## src/rtl/utb_pkg.sv

```systemverilog
package utb_pkg;

    localparam int ADDR_W = 2;

    localparam logic [ADDR_W-1:0] A_CTRL = 2'd0;
    localparam logic [ADDR_W-1:0] A_PER  = 2'd1;
    localparam logic [ADDR_W-1:0] A_DIV  = 2'd2;
    localparam logic [ADDR_W-1:0] A_CLR  = 2'd3;

    // Control word, LSB first: en, buf_en, evt_dis, mode[1:0], dir
    typedef struct packed {
        logic       dir;
        logic [1:0] mode;
        logic       evt_dis;
        logic       buf_en;
        logic       en;
    } ctrl_t;

    localparam int CTRL_W = $bits(ctrl_t);

    function automatic logic up_mode(ctrl_t c);
        return (c.mode == 2'b00) && !c.dir;
    endfunction

endpackage

```

## src/rtl/utb_regs.sv

```systemverilog
module utb_regs
    import utb_pkg::*;
#(
    parameter int CNT_W  = 16,
    parameter int PSC_W  = 16,
    parameter int DATA_W = 16
) (
    input  logic              clk,
    input  logic              rst,
    input  logic              wr_en,
    input  logic [ADDR_W-1:0] wr_addr,
    input  logic [DATA_W-1:0] wr_data,
    input  logic              set_flag,
    output ctrl_t             ctrl,
    output logic [CNT_W-1:0]  per_pre,
    output logic [PSC_W-1:0]  div_pre,
    output logic              run,
    output logic              ovf_flag
);

    logic clr_req;
    assign clr_req = wr_en && (wr_addr == A_CLR) && wr_data[0];

    always_ff @(posedge clk) begin
        if (rst) begin
            ctrl    <= '0;
            per_pre <= '0;
            div_pre <= '0;
            run     <= 1'b0;
        end else begin
            run <= ctrl.en;
            if (wr_en) begin
                case (wr_addr)
                    A_CTRL:  ctrl    <= ctrl_t'(wr_data[CTRL_W-1:0]);
                    A_PER:   per_pre <= wr_data[CNT_W-1:0];
                    A_DIV:   div_pre <= wr_data[PSC_W-1:0];
                    default: ;
                endcase
            end
        end
    end

    // Set has priority over clear
    always_ff @(posedge clk) begin
        if (rst)
            ovf_flag <= 1'b0;
        else if (set_flag)
            ovf_flag <= 1'b1;
        else if (clr_req)
            ovf_flag <= 1'b0;
    end

    assert_flag_drop_R6: assert property (@(posedge clk) disable iff (rst)
        $fell(ovf_flag) |-> $past(clr_req));

    assert_run_rise_R3: assert property (@(posedge clk) disable iff (rst)
        $rose(run) |-> $past(ctrl.en));

endmodule

```

## src/rtl/utb_prescaler.sv

```systemverilog
module utb_prescaler #(
    parameter int PSC_W = 16
) (
    input  logic             clk,
    input  logic             rst,
    input  logic             active,
    input  logic             reload,
    input  logic [PSC_W-1:0] div_pre,
    output logic             tick,
    output logic [PSC_W-1:0] div_sh
);

    logic [PSC_W-1:0] psc_q;

    assign tick = active && (psc_q == div_sh);

    always_ff @(posedge clk) begin
        if (rst) begin
            psc_q  <= '0;
            div_sh <= '0;
        end else begin
            if (active)
                psc_q <= tick ? '0 : psc_q + 1'b1;
            if (reload)
                div_sh <= div_pre;
        end
    end

    assert_psc_bound_R4: assert property (@(posedge clk) disable iff (rst)
        psc_q <= div_sh);

    assert_psc_hold_R11: assert property (@(posedge clk) disable iff (rst)
        !$past(active) |-> $stable(psc_q));

endmodule

```

## src/rtl/utb_counter.sv

```systemverilog
module utb_counter #(
    parameter int CNT_W = 16
) (
    input  logic             clk,
    input  logic             rst,
    input  logic             tick,
    input  logic             buf_en,
    input  logic             evt_dis,
    input  logic [CNT_W-1:0] per_pre,
    output logic             reload,
    output logic             ovf_evt,
    output logic [CNT_W-1:0] count,
    output logic [CNT_W-1:0] per_sh
);

    logic [CNT_W-1:0] per_eff;
    logic             wrap;

    assign per_eff = buf_en ? per_sh : per_pre;
    assign wrap    = tick && (count >= per_eff);
    assign reload  = wrap && !evt_dis;

    always_ff @(posedge clk) begin
        if (rst) begin
            count   <= '0;
            per_sh  <= '0;
            ovf_evt <= 1'b0;
        end else begin
            if (tick)
                count <= wrap ? '0 : count + 1'b1;
            ovf_evt <= reload;
            if (reload)
                per_sh <= per_pre;
        end
    end

    assert_evt_at_zero_R5: assert property (@(posedge clk) disable iff (rst)
        ovf_evt |-> (count == '0));

    assert_per_refresh_R7: assert property (@(posedge clk) disable iff (rst)
        !$stable(per_sh) |-> ovf_evt);

    assert_no_refresh_R10: assert property (@(posedge clk) disable iff (rst)
        $past(evt_dis) |-> !ovf_evt);

endmodule

```

## src/rtl/utb_timebase.sv

```systemverilog
module utb_timebase
    import utb_pkg::*;
#(
    parameter int CNT_W  = 16,
    parameter int PSC_W  = 16,
    parameter int DATA_W = 16
) (
    input  logic              clk,
    input  logic              rst,
    input  logic              wr_en,
    input  logic [1:0]        wr_addr,
    input  logic [DATA_W-1:0] wr_data,
    output logic [CNT_W-1:0]  count,
    output logic              ovf_evt,
    output logic              ovf_flag,
    output logic              run,
    output logic [CNT_W-1:0]  period_active,
    output logic [PSC_W-1:0]  divide_active
);

    ctrl_t            ctrl;
    logic [CNT_W-1:0] per_pre;
    logic [PSC_W-1:0] div_pre;
    logic             reload;
    logic             tick;
    logic             active;

    assign active = run && up_mode(ctrl);

    utb_regs #(.CNT_W(CNT_W), .PSC_W(PSC_W), .DATA_W(DATA_W)) u_regs (
        .clk      (clk),
        .rst      (rst),
        .wr_en    (wr_en),
        .wr_addr  (wr_addr),
        .wr_data  (wr_data),
        .set_flag (reload),
        .ctrl     (ctrl),
        .per_pre  (per_pre),
        .div_pre  (div_pre),
        .run      (run),
        .ovf_flag (ovf_flag)
    );

    utb_prescaler #(.PSC_W(PSC_W)) u_psc (
        .clk     (clk),
        .rst     (rst),
        .active  (active),
        .reload  (reload),
        .div_pre (div_pre),
        .tick    (tick),
        .div_sh  (divide_active)
    );

    utb_counter #(.CNT_W(CNT_W)) u_cnt (
        .clk     (clk),
        .rst     (rst),
        .tick    (tick),
        .buf_en  (ctrl.buf_en),
        .evt_dis (ctrl.evt_dis),
        .per_pre (per_pre),
        .reload  (reload),
        .ovf_evt (ovf_evt),
        .count   (count),
        .per_sh  (period_active)
    );

    assert_cnt_freeze_R11: assert property (@(posedge clk) disable iff (rst)
        !$past(run) |-> $stable(count));

    assert_mode_hold_R12: assert property (@(posedge clk) disable iff (rst)
        !$past(up_mode(ctrl)) |-> $stable(count));

    assert_div_refresh_R9: assert property (@(posedge clk) disable iff (rst)
        !$stable(divide_active) |-> ovf_evt);

    assert_flag_on_evt_R6: assert property (@(posedge clk) disable iff (rst)
        ovf_evt |-> ovf_flag);

endmodule

```

## config.mk

```make
export PLATFORM = sky130hd
export DESIGN_NAME = utb_timebase
export DESIGN_NICKNAME = d
export VERILOG_FILES = /design/src/rtl/utb_pkg.sv /design/src/rtl/utb_regs.sv /design/src/rtl/utb_prescaler.sv /design/src/rtl/utb_counter.sv /design/src/rtl/utb_timebase.sv
export SDC_FILE = /design/constraint.sdc
export NUM_CORES = 1
export LEC_CHECK = 0
export BUFFER_PORTS_ARGS = -buffer_cell sky130_fd_sc_hd__buf_4
export CORE_MARGIN = 1.5
export CORE_UTILIZATION = 52
export DETAILED_ROUTE_END_ITERATION = 6
export GPL_TIMING_DRIVEN = 0
export PLACE_DENSITY = 0.76
export SYNTH_ARGS = -nofsm -noshare
export SYNTH_HDL_FRONTEND = slang
export SYNTH_HIERARCHICAL = 1
export SYNTH_SLANG_ARGS = --single-unit
```

## constraint.sdc

```tcl
create_clock -name clk -period 3.35 [get_ports clk]
set_input_delay 0.1675 -clock clk [delete_from_list [all_inputs] [get_ports clk]]
set_output_delay 0.1675 -clock clk [all_outputs]
set_load 0.01 [all_outputs]
```

Word-level counts from Yosys, hierarchy flattened
Index checks and enable logic that the tools add are counted.
{"block": "word_totals", "register_bits": 105, "in_bits": 21, "out_inout_bits": 51, "word_cells": 41}
{"block": "classes", "add_sub_neg": 2, "magnitude_cmp": 1, "n_eq_ne": 4, "n_mux": 5, "n_reduce_logical": 15}
{"cell": "$mux W16", "count": 3}
{"cell": "$add A16 B1 Y16 const B", "count": 2}
{"cell": "$eq A16 B16 Y1", "count": 1}
{"cell": "$ge A16 B16 Y1", "count": 1}
{"cell": "$logic_and A1 B1 Y1", "count": 7}
{"cell": "$reduce_and A2 Y1", "count": 3}
{"cell": "$eq A2 B2 Y1 const B", "count": 2}
{"cell": "$logic_not A2 Y1", "count": 2}
{"cell": "$eq A2 B1 Y1 const B", "count": 1}
{"cell": "$logic_not A1 Y1", "count": 2}
{"cell": "$mux W1", "count": 2}
{"cell": "$reduce_bool A2 Y1", "count": 1}

Longest topological paths before layout
Gate-level depths: netlist of the first run.
{"block": "logic_depth", "depth_word": 7, "ltp_mapped": 14, "ltp_nobuf": 9}

Cells and area by module
Netlist of the first run, hierarchy kept.
{"module": "utb_counter", "instances": 1, "cells_each": 206, "area_per_inst_um2": 1981.9, "seq_area_each_um2": 660.6}
{"module": "utb_regs", "instances": 1, "cells_each": 152, "area_per_inst_um2": 1642.8, "seq_area_each_um2": 800.8}
{"module": "utb_prescaler", "instances": 1, "cells_each": 171, "area_per_inst_um2": 1604.0, "seq_area_each_um2": 640.6}
{"module": "utb_timebase", "instances": 1, "cells_each": 1, "area_per_inst_um2": 15.0, "seq_area_each_um2": 0.0}

Worst setup path after synthesis of the first run
Ideal clock, no wire load.
{"block": "synth_timing", "kind": "flip-flop to flip-flop", "startpoint": "register, netlist name u_regs/ctrl[1]", "endpoint": "register u_psc.div_sh[0]", "setup_ns": 0.128, "t_arrival_ns": 3.269, "required_ns": 3.222, "slack_ns": -0.047, "path_stages_with_launch": 15, "path_buffers": 6, "synth_period_minus_slack_ns": 3.397, "cell_sequence": "dfxtp_1 -> clkbuf_1 -> buf_2 -> mux2i_1 -> ha_1 -> nand4_2 -> nor3_2 -> o31ai_2 -> a311oi_1 -> buf_6 -> buf_12 -> clkbuf_1 -> buf_2 -> mux2i_1 -> nor2_1"}
{"block": "synth_via", "elab_chain_cells": 4}
{"item": "$mux W16", "line_no": "utb_counter.sv:19", "text": "assign per_eff = buf_en ? per_sh : per_pre;"}
{"item": "$ge A16 B16 Y1", "line_no": "utb_counter.sv:20", "text": "assign wrap = tick && (count >= per_eff);"}
{"item": "$logic_and A1 B1 Y1", "line_no": "utb_counter.sv:20"}
{"item": "$logic_and A1 B1 Y1", "line_no": "utb_counter.sv:21", "text": "assign reload = wrap && !evt_dis;"}
{"item": "net reload", "line_no": "utb_timebase.sv:24", "text": "logic reload;"}
{"item": "end signal: assignment", "line_no": "utb_prescaler.sv:25", "text": "div_sh <= div_pre;"}
{"item": "end: declaration", "line_no": "utb_prescaler.sv:10", "text": "output logic [PSC_W-1:0] div_sh"}
The timed path passes the listed nets, and every way through them passes these cells.
A chain may end at the register's enable or synchronous reset.

Worst setup path after layout of the first run
{"block": "layout_timing", "startpoint": "register, netlist name u_regs/ctrl[1]", "endpoint": "register u_psc.div_sh[4]"}
{"block": "layout_via", "elab_chain_cells": 4}
{"item": "$mux W16", "line_no": "utb_counter.sv:19"}
{"item": "$ge A16 B16 Y1", "line_no": "utb_counter.sv:20"}
{"item": "$logic_and A1 B1 Y1", "line_no": "utb_counter.sv:20"}
{"item": "$logic_and A1 B1 Y1", "line_no": "utb_counter.sv:21"}
{"item": "net reload", "line_no": "utb_timebase.sv:24"}
The timed path passes the listed nets, and every way through them passes these cells.

==> reports/metrics.csv, run 1 <==
metric,value,unit
Max rail drop VDD,0.262,mV
# DRC,0,
IO Count,72,
Period minus WS final,3.11,ns
pre-CTS setup slack,-0.596,ns
core box area,0.00977,mm^2
Top delay family on crit path,buffers and inverters,
Detailed Place HPWL,9340,um
Overflow after GRT,0,
"commonest cells after routing, fill and taps aside","dfxtp_1, mux2i_1, nand2b_1",
gp weighted congestion,0.931,
CP startpoint kind,flop,
drt wl/cell,16.3,um
Port Buffers,70,
Rows,36,
Cell variety after synth,45,
Post-Syn Area per Cell,9.89,um^2
max frequency,0.321,GHz
Area growth syn-to-layout,16.9,%
Leak Pwr,0.00236,uW
GRT Total Usage,23.9,%
total power,2230,uW
Setup crit end kind,flop,
Setup crit end,u_psc/div_sh[4],
n_diodes,0,
vias in the first global route,3919,
"Design Area, Final",0.00613,mm^2
slowest CP cell,dfxtp_1,
router iterations before antenna repair,5,
RR Endpoint,u_psc/div_sh[4],
initial core utilization,53.6,%
max incr delay on CP,0.34,ns
Pwr Density,364,mW/mm^2
Clock Sinks,105,
Mapped Area,0.00524,mm^2
CTS Root Buffer Type,clkbuf_8,
r2r setup slk,0.24,ns
Synthesized Nets,569,
post-place instance area,0.00594,mm^2
Post-synth EDFFs,0,
register area share after synthesis,40.1,%
"commonest non-fill, non-tap cell in the layout",dfxtp_1,
CTS tree,done,
clock-pin slew on the worst setup and hold paths,0.09,ns
first-pass GRT wire length,19600,um
Die Y,103,um
Nets,649,
initial detailed-routing violation count,221,
largest net degree at the start of global routing,19,
Critical path origin,u_regs/ctrl[1],
Critical Path RT,3.59,ns
CTS H-tree lvls,3,
Longest Clk Path Bufs,2,
critical-path cell list,clkbuf_2 > buf_4 > mux2i_1 > ha_1 > nand4_2 > nor3_2 > o31ai_2 > a311oi_1 > buf_6 > buf_12 > buf_4 > mux2i_1 > nor2_1,
Worst R2R Start,u_regs/ctrl[1],
worst reg2reg path depth,13,
status,"finished, final reports clean",
vias per cell,5.49,
unrepaired setup endpoints after global routing,false,
Skew-Pair Late Insertion Delay,0.36,ns
vias post-DR,4108,
ys async rst share,0,%
"FF+latch count, synth",105,
Fin. Hold Viols,0,
Setup TNS Final,0,ns
max_slew headroom,63.1,%
final core utilization,62.7,%
final clock skew,0.00820,ns
post-route antenna net violation count,0,
share of layout cells above drive strength 1,19.0,%
crit path buf inv count,5,
Num CTS Buffers,9,
Worst Hold Class,input port to flop,
Die X,103,um
Post-CTS Setup Bufs,0,
Final Setup Violations,0,
Crit Path Max Fanout,18,
"Slew Viols, Final",0,
YS warnings,6,
CP arrival,3.35,ns
Tcrit/Tclk final,92.9,%
Max Cap Viol,0,
Routed WL,12200,um
PnR worst setup slack,0.237,ns
die area,0.0107,mm^2
Synth Flop Type,dfxtp_1,
Cells after Synth,530,
number of antenna violations at the first check in global routing,0,
CP Class,flop to flop,
Worst Max-Slew Pin Slew,0.554,ns
Worst path depth,13,
## cell type report
| class | count | area (um^2) |
|---|---|---|
| fillers | 826 | 3640 |
| multi-input cells | 384 | 2940 |
| flip-flops and latches | 105 | 2100 |
| repair buffers | 70 | 526 |
| plain buffers | 33 | 178 |
| well taps | 133 | 166 |
| clock buffers | 10 | 128 |
| clock inverters | 6 | 66.3 |
| inverters | 7 | 26.3 |
## kinds of logic after synthesis
group / count (synthesis) / share of synthesized area, %
mux: 87 / 16.6
xor+xnor: 45 / 7.52
simple gates: 200 / 22.8
compound gates: 34 / 4.80
flops: 105 / 40.1
fa+ha+maj: 18 / 4.29
buf+inv: 41 / 3.84
## state kept, by name, summed over array words and instances, names as in the netlist
register,flops
u_cnt/count,16
u_cnt/ovf_evt,1
u_cnt/per_sh,16
u_psc/div_sh,16
u_psc/psc_q,16
u_regs/ctrl,6
u_regs/div_pre,16
u_regs/ovf_flag,1
u_regs/per_pre,16
u_regs/run,1
## through the flow
step | hold WS, ns | std cells
after floorplan | 0.263 | 530
after CTS | 0.00545 | 748
after global placement | 0.395 | 733
final | 0.0299 | 748
after detailed placement | 0.403 | 733
after global routing | 0.0176 | 748
## Yosys cell counts (all sizes together) (3+ instances only)
master / instances / area (um^2)
xnor2: 33 / 289
a21oi: 7 / 35.0
mux2i: 86 / 861
nand2: 13 / 48.8
a211oi: 15 / 118
nor3: 23 / 125
nand2b: 86 / 538
dfxtp: 105 / 2100
a31oi: 3 / 25.0
buf: 14 / 97.6
xor2: 12 / 105
nor2: 26 / 97.6
and4: 3 / 26.3
clkbuf: 20 / 77.6
nand3: 12 / 60.1
nor2b: 3 / 18.8
nor4: 4 / 25.0
ha: 18 / 225
nand4: 19 / 155
inv: 7 / 26.3
## metal layers
layer / GRT usage, % / share of wire [%]
met1: 33.8 / 48
met2: 37.5 / 46
met3: 2.82 / 5.2
met4: 9.15 / 1.2
met5: 0 / 0
## power breakdown
part	total [uW]	switching [uW]	leakage, uW	internal [uW]
clock	789	439	0.000101	351
combinational	166	86.5	0.00141	79.2
sequential	1280	12.8	0.000848	1260
## worst min path at each step
stage                     cells past startpoint  slack [ns]         endpoint        from
after floorplan                               1        0.26  u_regs/ovf_flag  wr_addr[0]
after global placement                        2        0.40  u_regs/ovf_flag  wr_addr[0]
after detailed placement                      2        0.40  u_regs/ovf_flag  wr_addr[0]
after CTS                                     2       0.005  u_regs/ovf_flag  wr_addr[0]
after global routing                          2        0.02  u_regs/ovf_flag  wr_addr[0]
final                                         2        0.03  u_regs/ovf_flag  wr_addr[0]
## timing repair
item | in CTS | in global routing
endpoints found under the setup margin | 17 | 10
gates resized for setup | 1 | 2
hold buffers | 0 | 0
cloned | 0 | 0
Power figures use the tool's default switching activity.
==> run 2: changes to the inputs <==
--- a/config.mk
+++ b/config.mk
@@ -6,12 +6,12 @@
 export NUM_CORES = 1
 export LEC_CHECK = 0
 export BUFFER_PORTS_ARGS = -buffer_cell sky130_fd_sc_hd__buf_4
+export CAP_MARGIN = 20
 export CORE_MARGIN = 1.5
-export CORE_UTILIZATION = 52
+export CORE_UTILIZATION = 51
 export DETAILED_ROUTE_END_ITERATION = 6
 export GPL_TIMING_DRIVEN = 0
-export PLACE_DENSITY = 0.76
+export PLACE_DENSITY = 0.75
 export SYNTH_ARGS = -nofsm -noshare
 export SYNTH_HDL_FRONTEND = slang
-export SYNTH_HIERARCHICAL = 1
 export SYNTH_SLANG_ARGS = --single-unit
==> reports/metrics.csv, run 2 <==
metric,value,unit
status,"finished, final reports clean",
gp weighted congestion,0.870,
vias per cell,5.67,
sequential fraction of design power,55.6,%
Longest Clk Path Bufs,2,
Internal Power,1630,uW
final core utilization,61.9,%
"Slew Viols, Final",0,
Clock Sinks,105,
IO Count,72,
Post-Layout Cell Count,760,
Area growth syn-to-layout,18.8,%
cts hold-fix bufs,0,
top cell type's share of synthesized area,43.8,%
die area,0.00999,mm^2
"commonest non-fill, non-tap cell in the layout",dfxtp_1,
slowest CP cell,or4_1,
Cells after Synth,563,
clock share of power,35.1,%
post-route antenna net violation count,0,
Leak Pwr,0.00209,uW
Max Cap Viol,0,
Post-synth top cells,"dfxtp_1, nand2_1, a21oi_1",
unrepaired setup endpoints after global routing,false,
first-pass GRT wire length,20400,um
Synthesized Nets,602,
r2r setup slk,0.14,ns
Crit Path Max Fanout,10,
Post-synth EDFFs,0,
CP startpoint kind,flop,
Logic pwr share,9.2,%
drt wl/cell,16.4,um
Rows,35,
Post-Syn Area per Cell,8.52,um^2
Post-CTS Setup Bufs,0,
"FF+latch count, synth",105,
number of antenna violations at the first check in global routing,0,
vias post-DR,4312,
Mapped Area,0.00480,mm^2
Die X,100,um
Final Setup Violations,0,
share of layout cells above drive strength 1,17.1,%
Max rail drop VDD,0.295,mV
GRT Total Usage,25.9,%
RR Endpoint,u_cnt.count[0],
most frequent cell after synthesis,dfxtp_1,
Die Y,100,um
CTS tree,done,
Worst R2R Start,u_regs.ctrl[1],
critical-path cell list,clkbuf_8 > mux2i_2 > ha_1 > and4_1 > o211ai_1 > or4_1 > and4b_1 > o21ai_4 > buf_2 > nor2_1,
Period minus WS final,3.21,ns
n_diodes,0,
Cell variety after synth,43,
largest net degree at the start of global routing,22,
Placed Cells,744,
post-synthesis compound-gate area fraction,13.9,%
Post-Synth XOR/XNOR Area,6.57,%
Net Switching,666,uW
Detailed Place HPWL,9400,um
YS warnings,0,
Pwr Density,403,mW/mm^2
worst reg2reg path depth,10,
Synth Flop Type,dfxtp_1,
combinational family with the most area after synthesis,simple AND/OR/NAND/NOR gates,
Synth Area in Simple Gates,22.6,%
# DRC,0,
Overflow after GRT,0,
max_slew headroom,42.0,%
cell accounting for the most synthesized area,dfxtp_1,
max incr delay on CP,0.54,ns
CTS Root Buffer Type,clkbuf_8,
Setup crit end kind,flop,
Nets,683,
router iterations before antenna repair,5,
Routed WL,12400,um
clock-pin slew on the worst setup and hold paths,0.12,ns
CP arrival,3.49,ns
CTS H-tree lvls,3,
max frequency,0.311,GHz
initial detailed-routing violation count,248,
Skew-Pair Late Insertion Delay,0.38,ns
initial core utilization,52.1,%
"commonest cells after routing, fill and taps aside","dfxtp_1, nand2_1, a21oi_1",
Worst Hold Class,input port to flop,
post-synthesis mux area share,4.83,%
ys async rst share,0,%
sw frac,29.0,%
CP Class,flop to flop,
Tcrit/Tclk final,95.9,%
Critical path origin,u_regs.ctrl[1],
final clock skew,0.0174,ns
Fin. Hold Viols,0,
Port Buffers,70,
Critical Path RT,3.63,ns
Setup crit end,u_cnt.count[0],
register area share after synthesis,43.8,%
synth top area cells,"dfxtp_1, a21oi_1, nand2_1",
Post-Synth Adder-Cell Area,4.70,%
Num CTS Buffers,9,
Worst Max-Slew Pin Slew,0.865,ns
vias in the first global route,4181,
total power,2300,uW
core box area,0.00920,mm^2
-- run 2: cell types whose count changed in the layout (fill, tap and decap cells not counted), moves of 9 or more --
| cell | delta |
|---|---|
| nand3_1 | +34 |
| nand4_1 | -9 |
| nand2b_1 | -82 |
| a21oi_1 | +74 |
| a211oi_1 | -14 |
| xnor2_1 | -12 |
| mux2i_1 | -65 |
| nand2_1 | +69 |
| o21ai_0 | +42 |
| nor3_1 | -20 |
-- run 2: worst max-delay path: cells and delay by family (launching register included) --
family          cells  cell delay (ns)
simple gates        4             1.27
mux                 1             0.30
fa+ha+maj           1             0.20
compound gates      2             0.37
flops               1             0.46
buf+inv             2             0.51
-- run 2: repair_timing --
item | in CTS | in global routing
gates resized for setup | 4 | 5
gates cloned | 0 | 0
setup endpoints to repair | 50 | 32
hold endpoints to repair | 0 | 0
-- run 2: power groups by stage --
stage	clock, uW	combinational, uW	sequential, uW
2_1_floorplan	0	130	1300
3_3_place_gp	0	199	1300
3_5_place_dp	0	206	1310
4_1_cts	811	205	1280
5_1_grt	863	232	1280
6_report	807	212	1280
-- run 2: final cells by class --
type	count	area, um^2
inverter	4	15.0
sequential	105	2110
multi-input combinational	422	2540
clock buffer	9	124
buffer	31	160
fill	822	3500
timing repair buffer	71	531
clock inverter	7	85.1
tap	111	139
-- run 2: metrics by stage --
stage	TNS, ns	hold WS, ns	cell area (um^2)	worst slack, ns
after global placement	-24.35	0.425	5460	-0.619
after floorplan	0	0.303	4800	0.148
final	0	0.0353	5700	0.136
after global routing	0	0.0243	5700	0.0253
after detailed placement	-28.64	0.436	5460	-0.714
after CTS	0	0.0225	5680	0.00954
-- run 2: how the worst min path moves through the flow --
stage | startpoint | end | slack [ns] | cells after the start
finish | wr_data[15] | u_regs.per_pre[15] | 0.04 | 3
global route | wr_data[15] | u_regs.per_pre[15] | 0.02 | 3
CTS | wr_data[15] | u_regs.div_pre[15] | 0.02 | 3
detailed placement | wr_data[15] | u_regs.per_pre[15] | 0.44 | 3
global placement | wr_data[1] | u_regs.ctrl[1] | 0.43 | 3
floorplan | wr_data[0] | u_regs.div_pre[0] | 0.30 | 2
-- run 2: kinds of logic after synthesis --
family,after synthesis
adders and majority gates,18
and+or+nand+nor,215
AOI/OAI and AO/OA,130
buffers and inverters,36
DFF,105
muxes,23
xor gates and xnor gates,36
-- run 2: routing by layer --
layer | track usage [%] | part of all wire [%] | up-vias
met4 | 10.1 | 2.5 | 0
met1 | 34.0 | 45 | 2025
met5 | 0 | 0 | -
met3 | 4.25 | 5.1 | 26
met2 | 42.8 | 47 | 134
li1 | - | - | 2127
==> run 3: changes to the inputs <==
--- a/config.mk
+++ b/config.mk
@@ -5,13 +5,16 @@
 export SDC_FILE = /design/constraint.sdc
 export NUM_CORES = 1
 export LEC_CHECK = 0
+export ABC_AREA = 1
 export BUFFER_PORTS_ARGS = -buffer_cell sky130_fd_sc_hd__buf_4
 export CAP_MARGIN = 20
 export CORE_MARGIN = 1.5
-export CORE_UTILIZATION = 51
+export CORE_UTILIZATION = 53
+export CTS_CLUSTER_DIAMETER = 200
+export CTS_CLUSTER_SIZE = 12
 export DETAILED_ROUTE_END_ITERATION = 6
 export GPL_TIMING_DRIVEN = 0
-export PLACE_DENSITY = 0.75
+export PLACE_DENSITY = 0.77
 export SYNTH_ARGS = -nofsm -noshare
 export SYNTH_HDL_FRONTEND = slang
 export SYNTH_SLANG_ARGS = --single-unit
==> reports/metrics.csv, run 3 <==
metric,value,unit
Leak Pwr,0.00299,uW
Detailed Place HPWL,11400,um
RR Endpoint,u_cnt.count[3],
Fin. Hold Viols,0,
Post-CTS Setup Bufs,0,
Setup crit end kind,flop,
hold depth,3,
Mapped Area,0.00563,mm^2
vias post-DR,5581,
vias per cell,5.10,
Rows,37,
Tcrit/Tclk final,91.8,%
fillcell total,1001,
number of antenna violations at the first check in global routing,0,
Pwr Density,369,mW/mm^2
Setup TNS Final,0,ns
Overflow after GRT,0,
largest net degree at the start of global routing,20,
post-place instance area,0.00633,mm^2
post-route antenna net violation count,0,
synth top area cells,"dfxtp_1, nand2_1, inv_1",
Crit Path Max Fanout,10,
Worst Max-Slew Pin Slew,0.584,ns
Longest Clk Path Bufs,2,
Worst R2R Start,u_regs.ctrl[1],
worst reg2reg path depth,14,
top cell type's share of synthesized area,37.3,%
PostCTS Resize Cnt,0,
CP Class,flop to flop,
Post-Layout Cell Count,1095,
Max rail drop VDD,0.333,mV
Synth Flop Type,dfxtp_1,
Die X,106,um
# DRC,0,
"commonest non-fill, non-tap cell in the layout",nand2_1,
IO Count,72,
register area share after synthesis,37.3,%
Num CTS Buffers,9,
Critical Path RT,3.61,ns
CP startpoint kind,flop,
cts hold-fix bufs,0,
max frequency,0.325,GHz
Post-synth top cells,"nand2_1, inv_1, dfxtp_1",
Synthesized Nets,912,
Routed WL,14800,um
Nets,993,
Period minus WS final,3.08,ns
CTS Root Buffer Type,clkbuf_8,
first-pass GRT wire length,24600,um
end of the worst hold path,u_regs.ctrl[1],
initial core utilization,54.5,%
Clock Sinks,105,
unrepaired setup endpoints after global routing,false,
r2r setup slk,0.27,ns
YS warnings,0,
clock-pin slew on the worst setup and hold paths,0.11,ns
Max Cap Viol,0,
n_diodes,0,
"Design Area, Final",0.00653,mm^2
Cell variety after synth,28,
"Slew Viols, Final",0,
Die Y,106,um
Post-synth EDFFs,0,
vias in the first global route,4966,
final clock skew,0.0108,ns
GRT Total Usage,27.5,%
total power,2410,uW
CTS H-tree lvls,3,
die area,0.0113,mm^2
"commonest cells after routing, fill and taps aside","nand2_1, inv_1, dfxtp_1",
Final Setup Violations,0,
share of layout cells above drive strength 1,12.1,%
ys async rst share,0,%
Placed Cells,1079,
most frequent cell after synthesis,nand2_1,
status,"finished, final reports clean",
Cells after Synth,873,
Worst Hold Class,input port to flop,
CP arrival,3.33,ns
Critical path origin,u_regs.ctrl[1],
max_slew headroom,61.1,%
initial detailed-routing violation count,370,
Skew-Pair Late Insertion Delay,0.37,ns
Area growth syn-to-layout,16.0,%
drt wl/cell,13.5,um
gp weighted congestion,0.897,
core box area,0.0103,mm^2
Hold Worst Slack,0.0763,ns
router iterations before antenna repair,5,
cell accounting for the most synthesized area,dfxtp_1,
Hold Startpoint,wr_en,
"FF+latch count, synth",105,
Port Buffers,70,
Post-Syn Area per Cell,6.45,um^2
CTS tree,done,
[run 3: changes by cell type after synthesis, moves of 13 or more]
cell | previous run | this run
nand2_1 | 82 | 224
inv_1 | 4 | 138
nor2_1 | 33 | 97
nand4_1 | 7 | 40
mux2i_1 | 22 | 0
a21oi_1 | 81 | 62
o21ai_0 | 44 | 63
xnor2_1 | 21 | 5
inv_2 | 0 | 14
nand3_1 | 46 | 33
nor3_1 | 1 | 14
[run 3: worst max-delay path, stage by stage, from the launching register on]
cell and delay [ns]:
dfxtp_1 0.48, clkbuf_1 0.40, o21ai_0 0.25, ha_1 0.37
nand2_1 0.05, inv_1 0.04, nand2_1 0.04, nand2_1 0.05
nand2_1 0.04, nand2_1 0.06, nand2_1 0.05, nand2_1 0.31
clkinv_1 0.36, o21ai_2 0.36, nor2_1 0.09
[run 3: how the worst max path moves through the flow]
stage,endpoint
after detailed placement,u_cnt.count[3]
after global placement,u_cnt.count[3]
final,u_cnt.count[3]
after CTS,u_cnt.count[3]
after floorplan,u_cnt.count[3]
after global routing,u_cnt.count[7]
[run 3: metrics by stage]
step                setup WS (ns)  utilization (%)
global placement            0.389             61.3
detailed placement          0.317             61.3
global route               0.0476             63.3
finish                      0.274             63.3
CTS                         0.296             63.3
floorplan                    1.11                -
[run 3: routing by layer]
metal  global-route usage [%]  routed length (um)  up-vias
met5                        0                   0        -
met4                     9.17                 289        0
met3                     3.07                 803       24
met2                     42.9                6620      171
met1                     39.5                7090     2483
li1                         -                   -     2903
[run 3: layout make-up]
cell class	instances	area [um^2]	area share, %
multi-input combinational	579	2790	42.6
sequential	105	2100	32.2
inverter	155	582	8.90
timing repair buffer	70	526	8.04
tap	136	170	2.60
buffer	34	160	2.45
clock buffer	9	124	1.90
clock inverter	7	83.8	1.28
[run 3: report_power, final]
group | switching, uW | internal (uW) | leakage [uW]
Clock | 483 | 364 | 0.000108
Sequential | 12.7 | 1280 | 0.000851
Combinational | 187 | 86.7 | 0.00203
Total | 683 | 1730 | 0.00299
[run 3: logic make-up after synthesis]
logic type | count (synthesis) | synth area share (%)
simple gates | 415 | 31.2
buf+inv | 189 | 13.2
compound gates | 129 | 11.6
flops | 105 | 37.3
fa+ha+maj | 18 | 4.00
xor+xnor | 17 | 2.64
